## src/rtl/redir_pkg.sv

```systemverilog
package redir_pkg;
  typedef enum logic [1:0] {
    SRC_NONE = 2'd0,
    SRC_DEC  = 2'd1,
    SRC_EXE  = 2'd2
  } redir_src_e;
endpackage

```

## src/rtl/epoch_match.sv

```systemverilog
// Flags an instruction as wrong-path when any of its stamps disagrees
// with the stage's own view of the corresponding epoch.
module epoch_match #(
  parameter int EPOCH_W = 1,
  parameter int NTAG    = 1
) (
  input  logic                    valid,
  input  logic [NTAG*EPOCH_W-1:0] tags,
  input  logic [NTAG*EPOCH_W-1:0] refs,
  output logic                    kill
);
  logic [NTAG-1:0] diff;

  for (genvar g = 0; g < NTAG; g++) begin : g_cmp
    assign diff[g] = tags[g*EPOCH_W +: EPOCH_W] != refs[g*EPOCH_W +: EPOCH_W];
  end

  assign kill = valid && (|diff);
endmodule

```

## src/rtl/redirect_arbiter.sv

```systemverilog
// Execute is older than decode, so its correction always wins.
module redirect_arbiter
  import redir_pkg::*;
#(
  parameter int PC_W = 32
) (
  input  logic            dec_req,
  input  logic            exe_req,
  input  logic [PC_W-1:0] dec_target,
  input  logic [PC_W-1:0] exe_target,
  output redir_src_e      sel,
  output logic [PC_W-1:0] target
);
  always_comb begin
    sel    = SRC_NONE;
    target = dec_target;
    if (exe_req) begin
      sel    = SRC_EXE;
      target = exe_target;
    end else if (dec_req) begin
      sel = SRC_DEC;
    end
  end
endmodule

```

## src/rtl/epoch_state.sv

```systemverilog
// PC and all epoch copies in one register bank, written on the same edge.
module epoch_state
  import redir_pkg::*;
#(
  parameter int              PC_W     = 32,
  parameter int              EPOCH_W  = 1,
  parameter logic [PC_W-1:0] RESET_PC = '0,
  parameter int              STEP     = 4
) (
  input  logic               clk,
  input  logic               rst,
  input  logic               fetch_en,
  input  redir_src_e         sel,
  input  logic [PC_W-1:0]    target,
  output logic [PC_W-1:0]    pc,
  output logic [EPOCH_W-1:0] fe_epoch,
  output logic [EPOCH_W-1:0] fd_epoch,
  output logic [EPOCH_W-1:0] e_epoch,
  output logic [EPOCH_W-1:0] de_epoch,
  output logic [EPOCH_W-1:0] d_epoch,
  output redir_src_e         src_q
);
  localparam logic [PC_W-1:0]    PC_STEP = PC_W'(STEP);
  localparam logic [EPOCH_W-1:0] EP_ONE  = EPOCH_W'(1);

  always_ff @(posedge clk) begin
    if (rst) begin
      pc       <= RESET_PC;
      fe_epoch <= '0;
      fd_epoch <= '0;
      e_epoch  <= '0;
      de_epoch <= '0;
      d_epoch  <= '0;
      src_q    <= SRC_NONE;
    end else begin
      src_q <= sel;
      unique case (sel)
        SRC_EXE: begin
          pc       <= target;
          e_epoch  <= e_epoch + EP_ONE;
          fe_epoch <= fe_epoch + EP_ONE;
          de_epoch <= de_epoch + EP_ONE;
        end
        SRC_DEC: begin
          pc       <= target;
          d_epoch  <= d_epoch + EP_ONE;
          fd_epoch <= fd_epoch + EP_ONE;
        end
        default: begin
          if (fetch_en) pc <= pc + PC_STEP;
        end
      endcase
    end
  end
endmodule

```

## src/rtl/epoch_redirect_ctrl.sv

```systemverilog
module epoch_redirect_ctrl
  import redir_pkg::*;
#(
  parameter int              PC_W     = 32,
  parameter int              EPOCH_W  = 1,
  parameter logic [PC_W-1:0] RESET_PC = 32'h0000_1000,
  parameter int              STEP     = 4
) (
  input  logic               clk,
  input  logic               rst,
  input  logic               fetch_en,
  input  logic               dec_valid,
  input  logic               dec_mispredict,
  input  logic [PC_W-1:0]    dec_target,
  input  logic [EPOCH_W-1:0] dec_etag,
  input  logic [EPOCH_W-1:0] dec_dtag,
  input  logic               exe_valid,
  input  logic               exe_mispredict,
  input  logic [PC_W-1:0]    exe_target,
  input  logic [EPOCH_W-1:0] exe_etag,
  output logic [PC_W-1:0]    fetch_pc,
  output logic [EPOCH_W-1:0] fetch_etag,
  output logic [EPOCH_W-1:0] fetch_dtag,
  output logic               dec_kill,
  output logic               exe_kill,
  output logic [1:0]         redir_src
);
  logic [EPOCH_W-1:0] e_epoch, de_epoch, d_epoch;
  redir_src_e         sel, src_q;
  logic [PC_W-1:0]    target;
  logic               dec_req, exe_req;

  epoch_match #(.EPOCH_W(EPOCH_W), .NTAG(2)) u_dec_chk (
    .valid (dec_valid),
    .tags  ({dec_etag, dec_dtag}),
    .refs  ({de_epoch, d_epoch}),
    .kill  (dec_kill)
  );

  epoch_match #(.EPOCH_W(EPOCH_W), .NTAG(1)) u_exe_chk (
    .valid (exe_valid),
    .tags  (exe_etag),
    .refs  (e_epoch),
    .kill  (exe_kill)
  );

  assign exe_req = exe_valid && !exe_kill && exe_mispredict;
  assign dec_req = dec_valid && !dec_kill && dec_mispredict;

  redirect_arbiter #(.PC_W(PC_W)) u_arb (
    .dec_req    (dec_req),
    .exe_req    (exe_req),
    .dec_target (dec_target),
    .exe_target (exe_target),
    .sel        (sel),
    .target     (target)
  );

  epoch_state #(
    .PC_W(PC_W), .EPOCH_W(EPOCH_W), .RESET_PC(RESET_PC), .STEP(STEP)
  ) u_state (
    .clk      (clk),
    .rst      (rst),
    .fetch_en (fetch_en),
    .sel      (sel),
    .target   (target),
    .pc       (fetch_pc),
    .fe_epoch (fetch_etag),
    .fd_epoch (fetch_dtag),
    .e_epoch  (e_epoch),
    .de_epoch (de_epoch),
    .d_epoch  (d_epoch),
    .src_q    (src_q)
  );

  assign redir_src = src_q;
endmodule

```

## config.mk

```make
export PLATFORM = sky130hd
export DESIGN_NAME = epoch_redirect_ctrl
export DESIGN_NICKNAME = d
export VERILOG_FILES = /design/src/rtl/redir_pkg.sv /design/src/rtl/epoch_match.sv /design/src/rtl/redirect_arbiter.sv /design/src/rtl/epoch_state.sv /design/src/rtl/epoch_redirect_ctrl.sv
export SDC_FILE = /design/constraint.sdc
export NUM_CORES = 1
export LEC_CHECK = 0
export BUFFER_PORTS_ARGS = -buffer_cell sky130_fd_sc_hd__buf_2
export CORE_MARGIN = 4
export CORE_UTILIZATION = 44
export DETAILED_ROUTE_END_ITERATION = 8
export PLACE_DENSITY = 0.77
export SYNTH_ARGS = -nofsm -noshare
export SYNTH_HDL_FRONTEND = slang
export SYNTH_SLANG_ARGS = --single-unit
```

## constraint.sdc

```tcl
create_clock -name clk -period 2.2 [get_ports clk]
set_clock_uncertainty 0.05 [all_clocks]
set_input_delay 0.22 -clock clk [delete_from_list [all_inputs] [get_ports clk]]
set_output_delay 0.22 -clock clk [all_outputs]
set_load 0.1 [all_outputs]
```

==> impl_metrics.py, run 1 <==
metrics = {
    "floorplanning": {
        "start_util_pct": 46.63,
        "rows": 27,
        "pin_count": 112,
        "fp.dieH_um": 85.55,
        "dieArea_mm2": 0.007319,
        "die_x_um": 85.55,
        "core_area_mm2": 0.005675,
    },
    "worst_hold_path": {
        "min-delay-start": "exe_target[12]",
        "holdPathStages": 2,
        "hold_class": "in -> reg",
        "min_to": "u_state.pc[12]$_SDFFE_PP1P_",
    },
    "clock_tree": {
        "cts_tree": "built",
        "clock-sinks": 39,
        "cts_buffers": 5,
        "htreeDepth": 2,
        "path_clk_slew_ps": 80,
        "cts-root-buf": "clkbuf_8",
        "clk_latency_ps": 300,
        "clock_path_buffers": 2,
    },
    "final_layout": {
        "multi_input_area_mm2": 0.001748,
        "final_util_pct": 62.26,
        "stdcell_count": 541,
        "fin_nets": 543,
        "syn_to_final_growth_pct": 33.52,
        "regArea_um2": 853.3,
        "fill_cells": 540,
        "antenna_cells": 0,
        "drive_above_1_share_pct": 37.74,
    },
    "worst_setup_path": {
        "crit_type": "reg -> reg",
        "worst-r2r-setup-slack_ps": 80,
        "end_kind": "flip-flop",
        "crit_path_max_fanout": 6,
        "worstReg2RegStart": "u_state.pc[11]$_SDFFE_PP0P_",
        "cp.required_ps": 2340,
        "r2r_end": "u_state.pc[24]$_SDFFE_PP0P_",
        "rr_worst_depth": 5,
        "crit_path_start_kind": "flip-flop",
        "critPathArrivalTime_ps": 2250,
    },
    "yosys": {
        "synth_area_mm2": 0.002646,
        "yosys_most_used_dff": "dfxtp_1",
        "synth_largest_area_cell": "dfxtp_1",
        "postSynthCellCount": 361,
        "synth_cell_type_count": 53,
        "yosys.area.top_type_share_pct": 29.50,
        "syn-num-nets": 436,
        "syn_avg_cell_area_um2": 7.330,
        "ys.warnings.count": 0,
        "synth-seq-cells": 39,
        "ys_top_cells_by_area": "dfxtp_1 (30%), nand2_1 (7.0%), nand4_1 (5.4%), xor2_1 (4.3%), nor2_1 (4.3%)",
        "synthArstFlopShare_pct": 0,
        "synth-edff-count": 0,
        "synth_most_common_cell": "nand2_1",
        "synth-seq-area-share_pct": 29.50,
        "synthTopCellsByCount": "nand2_1 (49), dfxtp_1 (39), nor2_1 (30)",
    },
    "sta": {
        "setup_viol": 0,
        "slew_violations": 0,
        "min_period_ps": 2116,
        "max_freq_mhz": 472.6,
        "finalHoldViolCount": 0,
        "slew_headroom_pct": 60.34,
        "rsz0062_at_grt": "false",
        "finalCritPeriodShare_pct": 96.19,
        "layout_setup_ws_ps": 83.82,
        "tightestPinTransition_ps": 589.5,
    },
    "route": {
        "wl_per_cell_um": 16.32,
        "postRouteAntennaNets": 0,
        "vias": 3201,
        "viasPerCell": 5.917,
        "firstDrtPassIters": 4,
        "drc": 0,
        "drtIter0Drc": 261,
        "drt-total-wl_mm": 8.831,
    },
    "pwr": {
        "vdd_drop_max_mv": 0.4013,
        "p_leak_nw": 1.438,
        "power_density_mw_per_mm2": 622.7,
        "total_power_mw": 2.200,
    },
    "grt": {
        "grtUsageTotal_pct": 23.64,
        "grt_pass1_wl_mm": 14.28,
        "grt_start_max_net_pins": 33,
        "antenna_found_initial": 0,
        "overflow": 0,
        "grt_pass1_vias": 3060,
    },
    "place": {
        "dpl_worst_slack_ps": 73.04,
        "port_buffers": 111,
        "dp.cells": 530,
        "place.gp.congestion": 0.9344,
        "hpwl_mm": 6.544,
    },
    "job": {
        "max_cap_viol_count": 0,
    },
    "run_status": {
        "outcome": "finished, final reports clean",
    },
}
==> registers in the layout, summed over array words and instances (netlist names) <==
register,flops
u_state.fd_epoch,1
u_state.src_q,2
u_state.fe_epoch,1
u_state.e_epoch,1
u_state.pc,32
u_state.d_epoch,1
u_state.de_epoch,1
==> worst max-delay path by stage <==
| stage | start | endpoint | slack (ps) | cells past startpoint |
|---|---|---|---|---|
| after CTS | u_state.pc[4]$_SDFFE_PP0P_ | u_state.pc[24]$_SDFFE_PP0P_ | 10 | 5 |
| after global routing | u_state.pc[6]$_SDFFE_PP0P_ | u_state.pc[16]$_SDFFE_PP0P_ | 30 | 7 |
| final | u_state.pc[11]$_SDFFE_PP0P_ | u_state.pc[24]$_SDFFE_PP0P_ | 80 | 5 |
| after global placement | u_state.pc[4]$_SDFFE_PP0P_ | u_state.pc[24]$_SDFFE_PP0P_ | 160 | 5 |
| after detailed placement | u_state.pc[4]$_SDFFE_PP0P_ | u_state.pc[24]$_SDFFE_PP0P_ | 70 | 5 |
| after floorplan | u_state.pc[19]$_SDFFE_PP0P_ | u_state.pc[28]$_SDFFE_PP0P_ | -90 | 6 |
==> cell usage in the layout (no fill, tap or decap), drive strengths merged, types with 2 or more instances in the layout <==
cell	count
buf	130
nand2	49
dfxtp	39
nor2	30
nand4	24
nand3	20
nor3	18
a31oi	15
xor2	13
xnor2	11
a21oi	11
nor4	10
o21ai	9
o211ai	7
a21o	7
a311oi	6
clkbuf	6
inv	6
o31a	4
and3	4
a31o	4
or2	4
o31ai	3
o311ai	3
a211o	3
or3	3
or4	3
and2	2
o32ai	2
and4	2
o211a	2
a22o	2
o22ai	2
==> metal layers <==
layer | GRT usage (%) | up-vias | wire, µm
met5 | 0 | - | 0
met4 | 6.619 | 0 | 140
met3 | 7.205 | 13 | 744
met2 | 39.83 | 133 | 4238
met1 | 29.13 | 1480 | 3707
li1 | - | 1575 | -
==> per-stage QoR <==
stage	hold slack (ps)	TNS [ps]	instance area [µm²]
after floorplan	279.7	-188.3	2731
after global placement	391.4	0	3408
after detailed placement	377.5	0	3408
after CTS	67.46	0	3506
after global routing	60.09	0	3533
final	76.15	0	3533
==> cell families after synthesis <==
kind of cell	synth area share (%)
xor+xnor	7.943
flops	29.50
compound gates	24.92
fa+ha+maj	0.4727
simple gates	32.10
buf+inv	5.059
==> cell type report <==
class,instances,area share (%)
clock buffers,6,2.337
well taps,72,2.550
flip-flops and latches,39,24.15
clock inverters,2,0.4249
inverters,5,0.5312
multi-input cells,287,49.47
repair buffers,130,20.54
==> where the power goes <==
| group | internal (mW) | total (mW) | switching (mW) |
|---|---|---|---|
| logic | 0.218 | 0.828 | 0.610 |
| registers | 0.760 | 0.836 | 0.0762 |
| clock network | 0.257 | 0.536 | 0.279 |
==> worst max-delay path: stages, from the launching register on <==
cell	delay, ps
dfxtp_4	380
nand4_2	130
or4_4	570
or4_1	440
a21o_1	210
a22o_1	230
==> timing repair <==
item,in CTS,in global routing
gates resized for setup,0,2
endpoints found under the setup margin,0,2
hold buffers,0,0
buffers inserted,0,3
Power figures use the tool's default switching activity.
==> inputs of run 2 (changes only) <==
--- a/config.mk
+++ b/config.mk
@@ -6,10 +6,11 @@
 export NUM_CORES = 1
 export LEC_CHECK = 0
 export BUFFER_PORTS_ARGS = -buffer_cell sky130_fd_sc_hd__buf_2
+export CAP_MARGIN = 20
 export CORE_MARGIN = 4
 export CORE_UTILIZATION = 44
 export DETAILED_ROUTE_END_ITERATION = 8
-export PLACE_DENSITY = 0.77
+export PLACE_DENSITY = 0.81
 export SYNTH_ARGS = -nofsm -noshare
 export SYNTH_HDL_FRONTEND = slang
 export SYNTH_SLANG_ARGS = --single-unit
==> constraint.sdc (replaced) <==
create_clock -name clk -period 2.2 [get_ports clk]
set_clock_uncertainty 0.05 [all_clocks]
set_input_delay 0 -clock clk [delete_from_list [all_inputs] [get_ports clk]]
set_output_delay 0 -clock clk [all_outputs]
set_load 0.1 [all_outputs]
==> impl_metrics.py, run 2 (synthesized netlist as in run 1, its figures left out) <==
metrics = {
    "run_status": {
        "outcome": "finished, final reports clean",
    },
    "worst_setup_path": {
        "r2r_end": "u_state.pc[24]$_SDFFE_PP0P_",
        "crit_path_start_kind": "flip-flop",
        "end_kind": "flip-flop",
        "crit_buf_inv": 0,
        "worst-r2r-setup-slack_ps": 110,
        "worstReg2RegStart": "u_state.pc[3]$_SDFFE_PP0P_",
        "crit_type": "reg -> reg",
        "crit_chain": "ha_1 -> nand2_1 -> or2_1 -> or4_1 -> a21o_1 -> a22o_1",
        "slowest_stage": "or4_1",
        "rr_worst_depth": 6,
        "cp.required_ps": 2350,
        "crit_path_max_fanout": 6,
        "cpPeakStageDelay_ps": 510,
        "critical_path.top_delay_family": "simple AND/OR/NAND/NOR gates",
        "critPathArrivalTime_ps": 2240,
    },
    "clock_tree": {
        "htreeDepth": 2,
        "clock_path_buffers": 2,
        "cts_tree": "built",
        "cts-root-buf": "clkbuf_8",
        "cts_buffers": 5,
        "clk_latency_ps": 300,
        "clock-sinks": 39,
        "path_clk_slew_ps": 90,
    },
    "pwr": {
        "power_density_mw_per_mm2": 597.5,
        "p_leak_nw": 1.534,
        "total_power_mw": 2.247,
        "vdd_drop_max_mv": 0.4340,
    },
    "final_layout": {
        "fill_cells": 484,
        "top_regs": "u_state.pc (32), u_state.src_q (2)",
        "layout_common_cells": "buf_2 (111), nand2_1 (49), nor2_1 (29), dlygate4sd3_1 (27), nand4_1 (23)",
        "largest_reg_flops": 32,
        "syn_to_final_growth_pct": 42.08,
        "top_register": "u_state.pc",
        "stdcell_count": 564,
        "drive_above_1_share_pct": 34.55,
        "final_common_cell": "buf_2",
        "antenna_cells": 0,
        "fin_nets": 566,
        "design_area_mm2": 0.003760,
    },
    "sta": {
        "tns_ps": 0,
        "tightestPinTransition_ps": 613.5,
        "setup_viol": 0,
        "rsz0062_at_grt": "false",
        "min_period_ps": 2091,
        "finalCritPeriodShare_pct": 95.04,
        "finalHoldViolCount": 0,
        "slew_headroom_pct": 58.72,
        "max_freq_mhz": 478.3,
        "slew_violations": 0,
    },
    "route": {
        "firstDrtPassIters": 4,
        "postRouteAntennaNets": 0,
        "vias": 3361,
        "drt-total-wl_mm": 9.218,
        "wl_per_cell_um": 16.34,
        "viasPerCell": 5.959,
        "drc": 0,
        "drtIter0Drc": 189,
    },
    "place": {
        "hpwl_mm": 6.460,
        "place_area_mm2": 0.003374,
        "port_buffers": 111,
        "dp.cells": 528,
        "place.gp.congestion": 0.9386,
    },
    "worst_hold_path": {
        "min_to": "u_state.pc[11]$_SDFFE_PP0P_",
        "min-delay-start": "dec_target[11]",
        "hold_class": "in -> reg",
        "holdPathStages": 4,
    },
    "job": {
        "max_cap_viol_count": 0,
    },
    "floorplanning": {
        "fp.dieH_um": 85.55,
        "pin_count": 112,
        "die_x_um": 85.55,
        "start_util_pct": 46.63,
        "dieArea_mm2": 0.007319,
        "rows": 27,
        "core_area_mm2": 0.005675,
    },
    "grt": {
        "antenna_found_initial": 0,
        "grt_pass1_wl_mm": 14.98,
        "grt_pass1_vias": 3187,
        "overflow": 0,
        "grt_start_max_net_pins": 29,
        "grtUsageTotal_pct": 25.06,
    },
}
==> run 2: power breakdown <==
part	internal [mW]	total [mW]	leakage [nW]	switching, mW
combinational	0.244	0.866	1.15	0.622
sequential	0.760	0.837	0.333	0.0767
clock	0.256	0.544	0.0474	0.288
==> run 2: worst max path at each step <==
stage,startpoint,endpoint,depth (start not counted)
floorplan,u_state.pc[19]$_SDFFE_PP0P_,u_state.pc[28]$_SDFFE_PP0P_,6
global route,u_state.pc[2]$_SDFFE_PP0P_,u_state.pc[24]$_SDFFE_PP0P_,6
detailed placement,u_state.pc[11]$_SDFFE_PP0P_,u_state.pc[24]$_SDFFE_PP0P_,5
CTS,u_state.pc[11]$_SDFFE_PP0P_,u_state.pc[24]$_SDFFE_PP0P_,5
global placement,u_state.pc[11]$_SDFFE_PP0P_,u_state.pc[24]$_SDFFE_PP0P_,5
finish,u_state.pc[3]$_SDFFE_PP0P_,u_state.pc[24]$_SDFFE_PP0P_,6
==> run 2: per-stage QoR <==
step,utilization [%],setup WS (ps),hold slack [ps]
after floorplan,-,-94.38,59.72
after global placement,59.46,132.0,172.5
after detailed placement,59.46,101.1,162.0
after CTS,65.96,84.74,11.50
after global routing,66.25,4.468,20.08
final,66.25,109.2,14.86
==> run 2: final cells by class <==
class                      instances  area, µm²  share of cell area, %
sequential                        39      853.3                  22.70
timing repair buffer             153      950.9                  25.29
clock buffer                       6      82.58                  2.196
clock inverter                     2      16.27                 0.4326
inverter                           5      18.77                 0.4992
multi-input combinational        287       1748                  46.49
tap                               72      90.09                  2.396
==> run 2: tightest hold or removal path: cells and delay by family <==
kind | cells | cell delay [ps]
compound gates | 2 | 170
simple gates | 1 | 60
buf+inv | 1 | 100
==> run 2: timing repair <==
| action | in CTS | in global routing |
|---|---|---|
| hold buffers | 27 | 0 |
| resized for setup | 0 | 1 |
| endpoints found under the hold margin | 17 | 0 |
| setup buffers | 0 | 1 |
| setup endpoints to repair | 0 | 1 |
==> run 2: per-layer routing <==
metal | vias up | routed length, µm | part of all wire [%] | track usage [%]
li1 | 1613 | - | - | -
met1 | 1559 | 3749 | 41 | 30.36
met2 | 159 | 4333 | 47 | 42.09
met3 | 30 | 821 | 8.9 | 6.340
met4 | 0 | 314 | 3.4 | 10.50
met5 | - | 0 | 0 | 0
